$ cat src/rtl/irda_sir_pkg.sv
package irda_sir_pkg;

  // Strobes from control to datapath, valid for one clock
  typedef struct packed {
    logic startTx;    // begin an infrared pulse now
    logic pulseUnit;  // one width unit elapsed (tick or reference period)
    logic armRx;      // accepted receive edge, open a low bit window
    logic tick;       // baud tick forwarded for the receive window
  } ctlStrobe_t;

  // State reported by datapath to control
  typedef struct packed {
    logic txActive;   // pulse currently driven
    logic echoBlank;  // receive edges must be ignored
    logic rxSynced;   // synchronized detector level
    logic rxBusy;     // receive low window open
    logic refEn;      // reference period boundary during a pulse
  } dpStatus_t;

endpackage

$ cat src/rtl/irda_sir_prescaler.sv
module irda_sir_prescaler #(
  parameter int DIV_W     = 5,
  parameter int DIV_RESET = 15,
  parameter int DIV_MIN   = 4
) (
  input  logic             clk,
  input  logic             rstN,
  input  logic [DIV_W-1:0] clkDiv,
  input  logic             fixedMode,
  input  logic             loadEn,
  input  logic             restart,
  input  logic             run,
  output logic             refEn
);

  localparam logic [DIV_W-1:0] RESET_DIV = DIV_W'(DIV_RESET);
  localparam logic [DIV_W-1:0] MIN_DIV   = DIV_W'(DIV_MIN);
  localparam logic [DIV_W-1:0] ONE       = DIV_W'(1);

  logic [DIV_W-1:0] divReg;
  logic [DIV_W-1:0] effDiv;
  logic [DIV_W-1:0] lastCnt;
  logic [DIV_W-1:0] divCnt;

  // Divisor is frozen while a pulse runs so its width stays intact
  always_ff @(posedge clk or negedge rstN) begin
    if (!rstN)       divReg <= RESET_DIV;
    else if (loadEn) divReg <= clkDiv;
  end

  always_comb begin
    effDiv = divReg;
    if (fixedMode && divReg < MIN_DIV) effDiv = MIN_DIV;
    else if (divReg == '0)             effDiv = ONE;
    lastCnt = effDiv - ONE;
  end

  // Phase restarts at pulse start, giving whole reference periods
  always_ff @(posedge clk or negedge rstN) begin
    if (!rstN)                  divCnt <= '0;
    else if (restart)           divCnt <= '0;
    else if (run) begin
      if (divCnt == lastCnt)    divCnt <= '0;
      else                      divCnt <= divCnt + ONE;
    end
  end

  assign refEn = run && (divCnt == lastCnt);

endmodule

$ cat src/rtl/irda_sir_datapath.sv
module irda_sir_datapath
  import irda_sir_pkg::*;
#(
  parameter int DIV_W         = 5,
  parameter int DIV_RESET     = 15,
  parameter int DIV_MIN       = 4,
  parameter int PULSE_UNITS   = 3,
  parameter int TICKS_PER_BIT = 16,
  parameter int SYNC_STAGES   = 2
) (
  input  logic             clk,
  input  logic             rstN,
  input  logic [DIV_W-1:0] clkDiv,
  input  logic             pulseMode,
  input  logic             irRx,
  input  ctlStrobe_t       ctl,
  output dpStatus_t        sts,
  output logic             irTx,
  output logic             rxData
);

  localparam int UNIT_W  = $clog2(PULSE_UNITS + 1);
  localparam int RX_W    = $clog2(TICKS_PER_BIT + 1);
  localparam int GUARD   = SYNC_STAGES + 1;
  localparam int GUARD_W = $clog2(GUARD + 1);
  localparam logic [UNIT_W-1:0]  UNITS_LOAD = UNIT_W'(PULSE_UNITS);
  localparam logic [UNIT_W-1:0]  UNIT_ONE   = UNIT_W'(1);
  localparam logic [RX_W-1:0]    RX_LOAD    = RX_W'(TICKS_PER_BIT);
  localparam logic [RX_W-1:0]    RX_ONE     = RX_W'(1);
  localparam logic [GUARD_W-1:0] GUARD_LOAD = GUARD_W'(GUARD);
  localparam logic [GUARD_W-1:0] GUARD_ONE  = GUARD_W'(1);

  logic                txActive;
  logic [UNIT_W-1:0]   unitCnt;
  logic [GUARD_W-1:0]  guardCnt;
  logic [RX_W-1:0]     rxCnt;
  logic                rxBusy;
  logic                refEn;
  logic [SYNC_STAGES-1:0] syncReg;

  irda_sir_prescaler #(
    .DIV_W    (DIV_W),
    .DIV_RESET(DIV_RESET),
    .DIV_MIN  (DIV_MIN)
  ) uPrescaler (
    .clk      (clk),
    .rstN     (rstN),
    .clkDiv   (clkDiv),
    .fixedMode(!pulseMode),
    .loadEn   (!txActive),
    .restart  (ctl.startTx),
    .run      (txActive),
    .refEn    (refEn)
  );

  // Transmit pulse: loaded with the unit count, ends on the last unit
  always_ff @(posedge clk or negedge rstN) begin
    if (!rstN) begin
      txActive <= 1'b0;
      unitCnt  <= '0;
    end else if (ctl.startTx && !txActive) begin
      txActive <= 1'b1;
      unitCnt  <= UNITS_LOAD;
    end else if (txActive && ctl.pulseUnit) begin
      if (unitCnt == UNIT_ONE) txActive <= 1'b0;
      unitCnt <= unitCnt - UNIT_ONE;
    end
  end

  // Echo guard covers the synchronizer latency after a pulse ends
  always_ff @(posedge clk or negedge rstN) begin
    if (!rstN)                guardCnt <= '0;
    else if (txActive)        guardCnt <= GUARD_LOAD;
    else if (guardCnt != '0)  guardCnt <= guardCnt - GUARD_ONE;
  end

  // Detector synchronizer
  genvar g;
  generate
    for (g = 0; g < SYNC_STAGES; g++) begin : gSync
      if (g == 0) begin : gFirst
        always_ff @(posedge clk or negedge rstN) begin
          if (!rstN) syncReg[0] <= 1'b0;
          else       syncReg[0] <= irRx;
        end
      end else begin : gNext
        always_ff @(posedge clk or negedge rstN) begin
          if (!rstN) syncReg[g] <= 1'b0;
          else       syncReg[g] <= syncReg[g-1];
        end
      end
    end
  endgenerate

  // Receive low window of one bit time
  always_ff @(posedge clk or negedge rstN) begin
    if (!rstN) begin
      rxBusy <= 1'b0;
      rxCnt  <= '0;
    end else if (ctl.armRx) begin
      rxBusy <= 1'b1;
      rxCnt  <= RX_LOAD;
    end else if (rxBusy && ctl.tick) begin
      if (rxCnt == RX_ONE) rxBusy <= 1'b0;
      rxCnt <= rxCnt - RX_ONE;
    end
  end

  always_comb begin
    sts.txActive  = txActive;
    sts.echoBlank = txActive || (guardCnt != '0);
    sts.rxSynced  = syncReg[SYNC_STAGES-1];
    sts.rxBusy    = rxBusy;
    sts.refEn     = refEn;
  end

  assign irTx   = txActive;
  assign rxData = !rxBusy;

endmodule

$ cat src/rtl/irda_sir_ctrl.sv
module irda_sir_ctrl
  import irda_sir_pkg::*;
#(
  parameter int TICKS_PER_BIT = 16,
  parameter int PULSE_TICK    = 7
) (
  input  logic       clk,
  input  logic       rstN,
  input  logic       baudTick,
  input  logic       txData,
  input  logic       pulseMode,
  input  dpStatus_t  sts,
  output ctlStrobe_t ctl
);

  localparam int POS_W = (TICKS_PER_BIT > 2) ? $clog2(TICKS_PER_BIT) : 1;
  localparam logic [POS_W-1:0] LAST_POS  = POS_W'(TICKS_PER_BIT - 1);
  localparam logic [POS_W-1:0] START_POS = POS_W'(PULSE_TICK);
  localparam logic [POS_W-1:0] POS_ONE   = POS_W'(1);

  logic             txPrev;
  logic [POS_W-1:0] cellPos;
  logic [POS_W-1:0] nextPos;
  logic             rxPrev;

  // A line change seen on a tick marks the first tick of a cell
  always_comb begin
    if (txData != txPrev)       nextPos = '0;
    else if (cellPos == LAST_POS) nextPos = '0;
    else                        nextPos = cellPos + POS_ONE;
  end

  always_ff @(posedge clk or negedge rstN) begin
    if (!rstN) begin
      txPrev  <= 1'b1;
      cellPos <= '0;
    end else if (baudTick) begin
      txPrev  <= txData;
      cellPos <= nextPos;
    end
  end

  always_ff @(posedge clk or negedge rstN) begin
    if (!rstN) rxPrev <= 1'b0;
    else       rxPrev <= sts.rxSynced;
  end

  always_comb begin
    ctl.startTx   = baudTick && !txData && (nextPos == START_POS) && !sts.txActive;
    ctl.pulseUnit = pulseMode ? baudTick : sts.refEn;
    ctl.armRx     = sts.rxSynced && !rxPrev && !sts.echoBlank && !sts.rxBusy;
    ctl.tick      = baudTick;
  end

endmodule

$ cat src/rtl/irda_sir_codec.sv
module irda_sir_codec
  import irda_sir_pkg::*;
#(
  parameter int DIV_W         = 5,
  parameter int DIV_RESET     = 15,
  parameter int DIV_MIN       = 4,
  parameter int PULSE_UNITS   = 3,
  parameter int TICKS_PER_BIT = 16,
  parameter int PULSE_TICK    = 7,
  parameter int SYNC_STAGES   = 2
) (
  input  logic             clk,
  input  logic             rstN,
  input  logic             baudTick,
  input  logic             txData,
  input  logic [DIV_W-1:0] clkDiv,
  input  logic             pulseMode,
  input  logic             irRx,
  output logic             irTx,
  output logic             rxData
);

  ctlStrobe_t ctl;
  dpStatus_t  sts;

  irda_sir_ctrl #(
    .TICKS_PER_BIT(TICKS_PER_BIT),
    .PULSE_TICK   (PULSE_TICK)
  ) uCtrl (
    .clk      (clk),
    .rstN     (rstN),
    .baudTick (baudTick),
    .txData   (txData),
    .pulseMode(pulseMode),
    .sts      (sts),
    .ctl      (ctl)
  );

  irda_sir_datapath #(
    .DIV_W        (DIV_W),
    .DIV_RESET    (DIV_RESET),
    .DIV_MIN      (DIV_MIN),
    .PULSE_UNITS  (PULSE_UNITS),
    .TICKS_PER_BIT(TICKS_PER_BIT),
    .SYNC_STAGES  (SYNC_STAGES)
  ) uDatapath (
    .clk      (clk),
    .rstN     (rstN),
    .clkDiv   (clkDiv),
    .pulseMode(pulseMode),
    .irRx     (irRx),
    .ctl      (ctl),
    .sts      (sts),
    .irTx     (irTx),
    .rxData   (rxData)
  );

endmodule

$ cat config.mk
export PLATFORM = sky130hd
export DESIGN_NAME = irda_sir_codec
export DESIGN_NICKNAME = d
export VERILOG_FILES = /design/src/rtl/irda_sir_pkg.sv /design/src/rtl/irda_sir_prescaler.sv /design/src/rtl/irda_sir_datapath.sv /design/src/rtl/irda_sir_ctrl.sv /design/src/rtl/irda_sir_codec.sv
export SDC_FILE = /design/constraint.sdc
export NUM_CORES = 1
export LEC_CHECK = 0
export CAP_MARGIN = 20
export CORE_ASPECT_RATIO = 1.5
export CORE_UTILIZATION = 30
export CTS_BUF_LIST = sky130_fd_sc_hd__clkbuf_8 sky130_fd_sc_hd__clkbuf_16
export DETAILED_ROUTE_END_ITERATION = 7
export SLEW_MARGIN = 30
export SYNTH_ARGS = -nofsm -noshare
export SYNTH_HDL_FRONTEND = slang
export SYNTH_HIERARCHICAL = 1
export SYNTH_SLANG_ARGS = --single-unit
$ cat constraint.sdc
create_clock -name clk -period 5.8 [get_ports clk]
set_input_delay 0.87 -clock clk [delete_from_list [all_inputs] [get_ports clk]]
set_output_delay 0.87 -clock clk [all_outputs]
set_load 0.02 [all_outputs]
==> metrics.md <==
| Metric | Value |
|---|---|
| Status | completed |
| GRT overflow | 0 |
| Largest net degree at the start of global routing | 30 |
| Crit path launch type | input pin |
| Sequential power share | 44.0% |
| Clock Sinks | 29 |
| Die height | 92.84 um |
| Adder-cell share of the synthesized area | 5.307% |
| Post-synthesis cell count | 151 |
| Initial DRT Pass Iterations | 4 |
| First-pass GRT wire length | 5064 um |
| WP data required | 5.92 ns |
| CP arrival | 3.91 ns |
| Clock period minus worst slack | 3.789 ns |
| Max Cap Viol | 0 |
| Port bufs | 12 |
| Hold_buf cts | 0 |
| Worst Path Max Fanout | 6 |
| Reg-to-Reg Start | uDatapath/uPrescaler/divReg[4] |
| Via count | 1122 |
| CTS HTree Levels | 2 |
| Final ANT Viol Nets | 0 |
| Largest family of logic cells by synthesized area | simple AND/OR/NAND/NOR gates |
| Setup TNS Final | 0 ns |
| Max Fclk | about 260 MHz |
| CTS Root Cell | clkbuf_8 |
| # fillers | 534 |
| Worst Setup SP | pulseMode |
| Hold Path Class | flip-flop to flip-flop |
| DP HPWL | approximately 2000 um |
| Pins Over Slew Limit | 0 |
| Simple-Gate Fraction of Synth Area | 16.83% |
| Die footprint | 5808 sq um |
| Vias per cell | 4.836 |
| Final Hold Fails | 0 |
| Setup crit end | uDatapath/unitCnt[1] |
| CTS tree | yes |
| Leak pwr | between 0.7 and 0.8 nW |
| WL per Instance | 12.25 um |
| Worst hold path depth | 0 |
| Yosys cell types | 48 |
| Comb pwr share | 33.4% |
| Clk_lat worst skew | 0.28 ns |
| ANT cells | 0 |
| Clock share of power | between 20% and 30% |
| Seq cells post-synth | 29 |
| Minimum hold slack | 0.3502 ns |
| Core box area | 5205 sq um |
| Xor and xnor fraction of the mapped netlist area | roughly 8.9% |
| # Post-CTS Setup Buffers | 0 |
| Share of cells above drive strength 1 | 20.12% |
| Crit path kind | input pin to flip-flop |
| Register area share after synthesis | 44.35% |
| Initial antenna violation count | 0 |
| Syn Nets | 169 |
| Rel. slew slack | around 52% |
| Resize count post-CTS | 0 |
| Mapped Area | 1650 sq um |
| Synth Area in Compound Gates | between 10% and 20% |
| Worst reg-to-reg path cell count | 11 |
| Longest Clk Path Bufs | 2 |
| Starting density of the core | 31.71% |
| Cell Int Power | about 0.52 mW |
| Final setup viols | 0 |
| # DRC | 0 |
| Layout area overhead | 15.92% |
| Reg clk slew, reported paths | 0.06 ns |
| RD Place Congestion | 0.7205 |
| Sw frac | 35.63% |
| Vias in the first global route | 1142 |
| Max IR drop VDD | 0.0001668 V |
| Yosys synthesis warning count | 6 |
| GRT Util Overall | 11.66% |
| Cell row count | 32 |
| R2r endpoint | uDatapath/unitCnt[1] |
| Final worst-path cycle share | 65.33% |
| Number of DRC markers in iteration 0 | 17 |
| Worst Tran Pin Value | slightly above 0.7 ns |
| CP Capture Type | flip-flop |
| Mux cell area share after synthesis | between 7 and 8% |
| Post-Syn Area per Cell | 10.93 sq um |
| Num CTS Buffers | 5 |
| R2r setup slk | between 2 and 3 ns |
| I/O pin cnt | 13 |
| Switch Pwr | slightly below 0.3 mW |
| Pwr dens | 424.8 nW/um^2 |
| Die X | 62.56 um |
| Final wirelength | 2842 um |
| Final-stage net count | between 150 and 200 |
| Skew final | roughly 0.0039 ns |
| RSZ-0062 raised after global routing | no |
## synth_stat cells, drive strengths merged
library cell   n  area [sq um]
a211oi         2         25.02
a21boi         1         7.510
a21oi          3         15.01
a221oi         1         8.760
a22oi          1         7.510
a311oi         1         8.760
a31oi          1         6.260
a41o           1         10.01
and2           1         7.510
and4           1         8.760
buf            7         53.80
clkbuf         1         3.750
dfrtp         24         600.6
dfstp          5         131.4
ha             7         87.58
inv           11         41.29
mux2           7         78.82
mux2i          4         40.04
nand2         13         48.80
nand2b         1         6.260
nand3          7         40.04
nand4          2         12.51
nor2           6         22.52
nor2b          1         6.260
nor3           3         20.02
nor3b          2         15.01
nor4           3         18.77
nor4b          3         32.53
o211ai         1         7.510
o21ai          5         36.28
o21bai         1         7.510
o22ai          1         6.260
o31a           1         8.760
o31ai          2         33.78
or3            4         25.02
or4b           1         13.76
xnor2          8         85.08
xor2           7         61.31
## kinds of logic (layout without fill, tap and decap cells)
group / Yosys count / after routing
flip-flops: 29 / 29
adder cells (fa/ha/maj): 7 / 7
buffers and inverters: 19 / 32
AO/OA/AOI/OAI: 22 / 22
XOR/XNOR: 15 / 15
multiplexers: 11 / 11
AND/OR/NAND/NOR: 48 / 48
## through the flow
step                power [mW]  area (sq um)  std cells  util, %  setup WS, ns
floorplan               0.5695          1650        151        -         2.378
global placement        0.6272          1805        224    34.69         1.759
detailed placement      0.6370          1812        224    34.81         1.711
CTS                     0.8273          1913        232    36.75         2.009
global route            0.8788          1913        232    36.75         1.798
finish                  0.8128          1913        232    36.75         2.011
## layer usage
| metal | GRT usage (%) | vias to the layer above | wire [um] |
|---|---|---|---|
| met1 | 12.63 | 552 | 1253 |
| met4 | 7.558 | 0 | 83 |
| li1 | - | 552 | - |
| met3 | 3.818 | 5 | 86 |
| met5 | 0 | - | 0 |
| met2 | 19.29 | 13 | 1417 |
## power by group through the flow
stage | Clock [mW] | Combinational, mW | Sequential [mW]
global placement | 0 | 0.268 | 0.359
floorplan | 0 | 0.233 | 0.336
global route | 0.200 | 0.307 | 0.372
detailed placement | 0 | 0.276 | 0.361
CTS | 0.192 | 0.277 | 0.358
finish | 0.183 | 0.272 | 0.358
## state kept, by name (all words and copies together), names as in the netlist, 2 cells and up
name	count
uDatapath/unitCnt	2
uCtrl/cellPos	4
uDatapath/guardCnt	2
uDatapath/rxCnt	5
uDatapath/uPrescaler/divCnt	5
uDatapath/uPrescaler/divReg	5
## critical path, stage by stage
cell and delay [ns]:
clkdlybuf4s50_1 0.43, inv_1 0.09, or4b_4 0.48, o21ai_4 0.09
ha_1 0.20, xor2_1 0.08, or3_1 0.31, a221oi_1 0.27
and4_1 0.43, and2_2 0.19, mux2_2 0.18, mux2i_1 0.19
a22oi_1 0.11
## how the worst min path moves through the flow
stage	from	to	slack (ns)
floorplan	uDatapath/syncReg[0]	uDatapath/sts[2]	0.33
finish	uDatapath/syncReg[0]	uDatapath/sts[2]	0.35
CTS	uDatapath/syncReg[0]	uDatapath/sts[2]	0.35
global placement	uDatapath/syncReg[0]	uDatapath/sts[2]	0.33
detailed placement	uDatapath/syncReg[0]	uDatapath/sts[2]	0.34
global route	uDatapath/syncReg[0]	uDatapath/sts[2]	0.36
## placed cells by master (no fill, tap or decap), types with 2 or more instances in the layout
cell             synthesis  final
dfrtp_1                 24     24
nand2_1                 13     13
clkdlybuf4s50_1          0     12
inv_1                   11     11
clkbuf_8                 0      7
ha_1                     7      7
xor2_1                   7      7
nand3_1                  6      6
xnor2_1                  6      6
mux2_2                   6      6
nor2_1                   6      6
dfstp_2                  5      5
mux2i_1                  4      4
or3_1                    4      4
nor4_1                   3      3
o21ai_0                  3      3
a21oi_1                  3      3
xnor2_2                  2      2
nor4b_2                  1      2
nor3_1                   2      2
nor3b_1                  2      2
nand4_1                  2      2
a211oi_2                 2      2
## final cells by class
| type | instances | area, sq um | area share (%) |
|---|---|---|---|
| Multi-Input combinational cell | 103 | 825.8 | 43.17 |
| Timing Repair Buffer | 13 | 127.6 | 6.671 |
| Tap cell | 68 | 85.08 | 4.447 |
| Inverter | 11 | 41.29 | 2.158 |
| Clock buffer | 7 | 96.34 | 5.036 |
| Clock inverter | 1 | 5.005 | 0.2616 |
| Sequential cell | 29 | 732.0 | 38.26 |
Power figures use the tool's default switching activity.
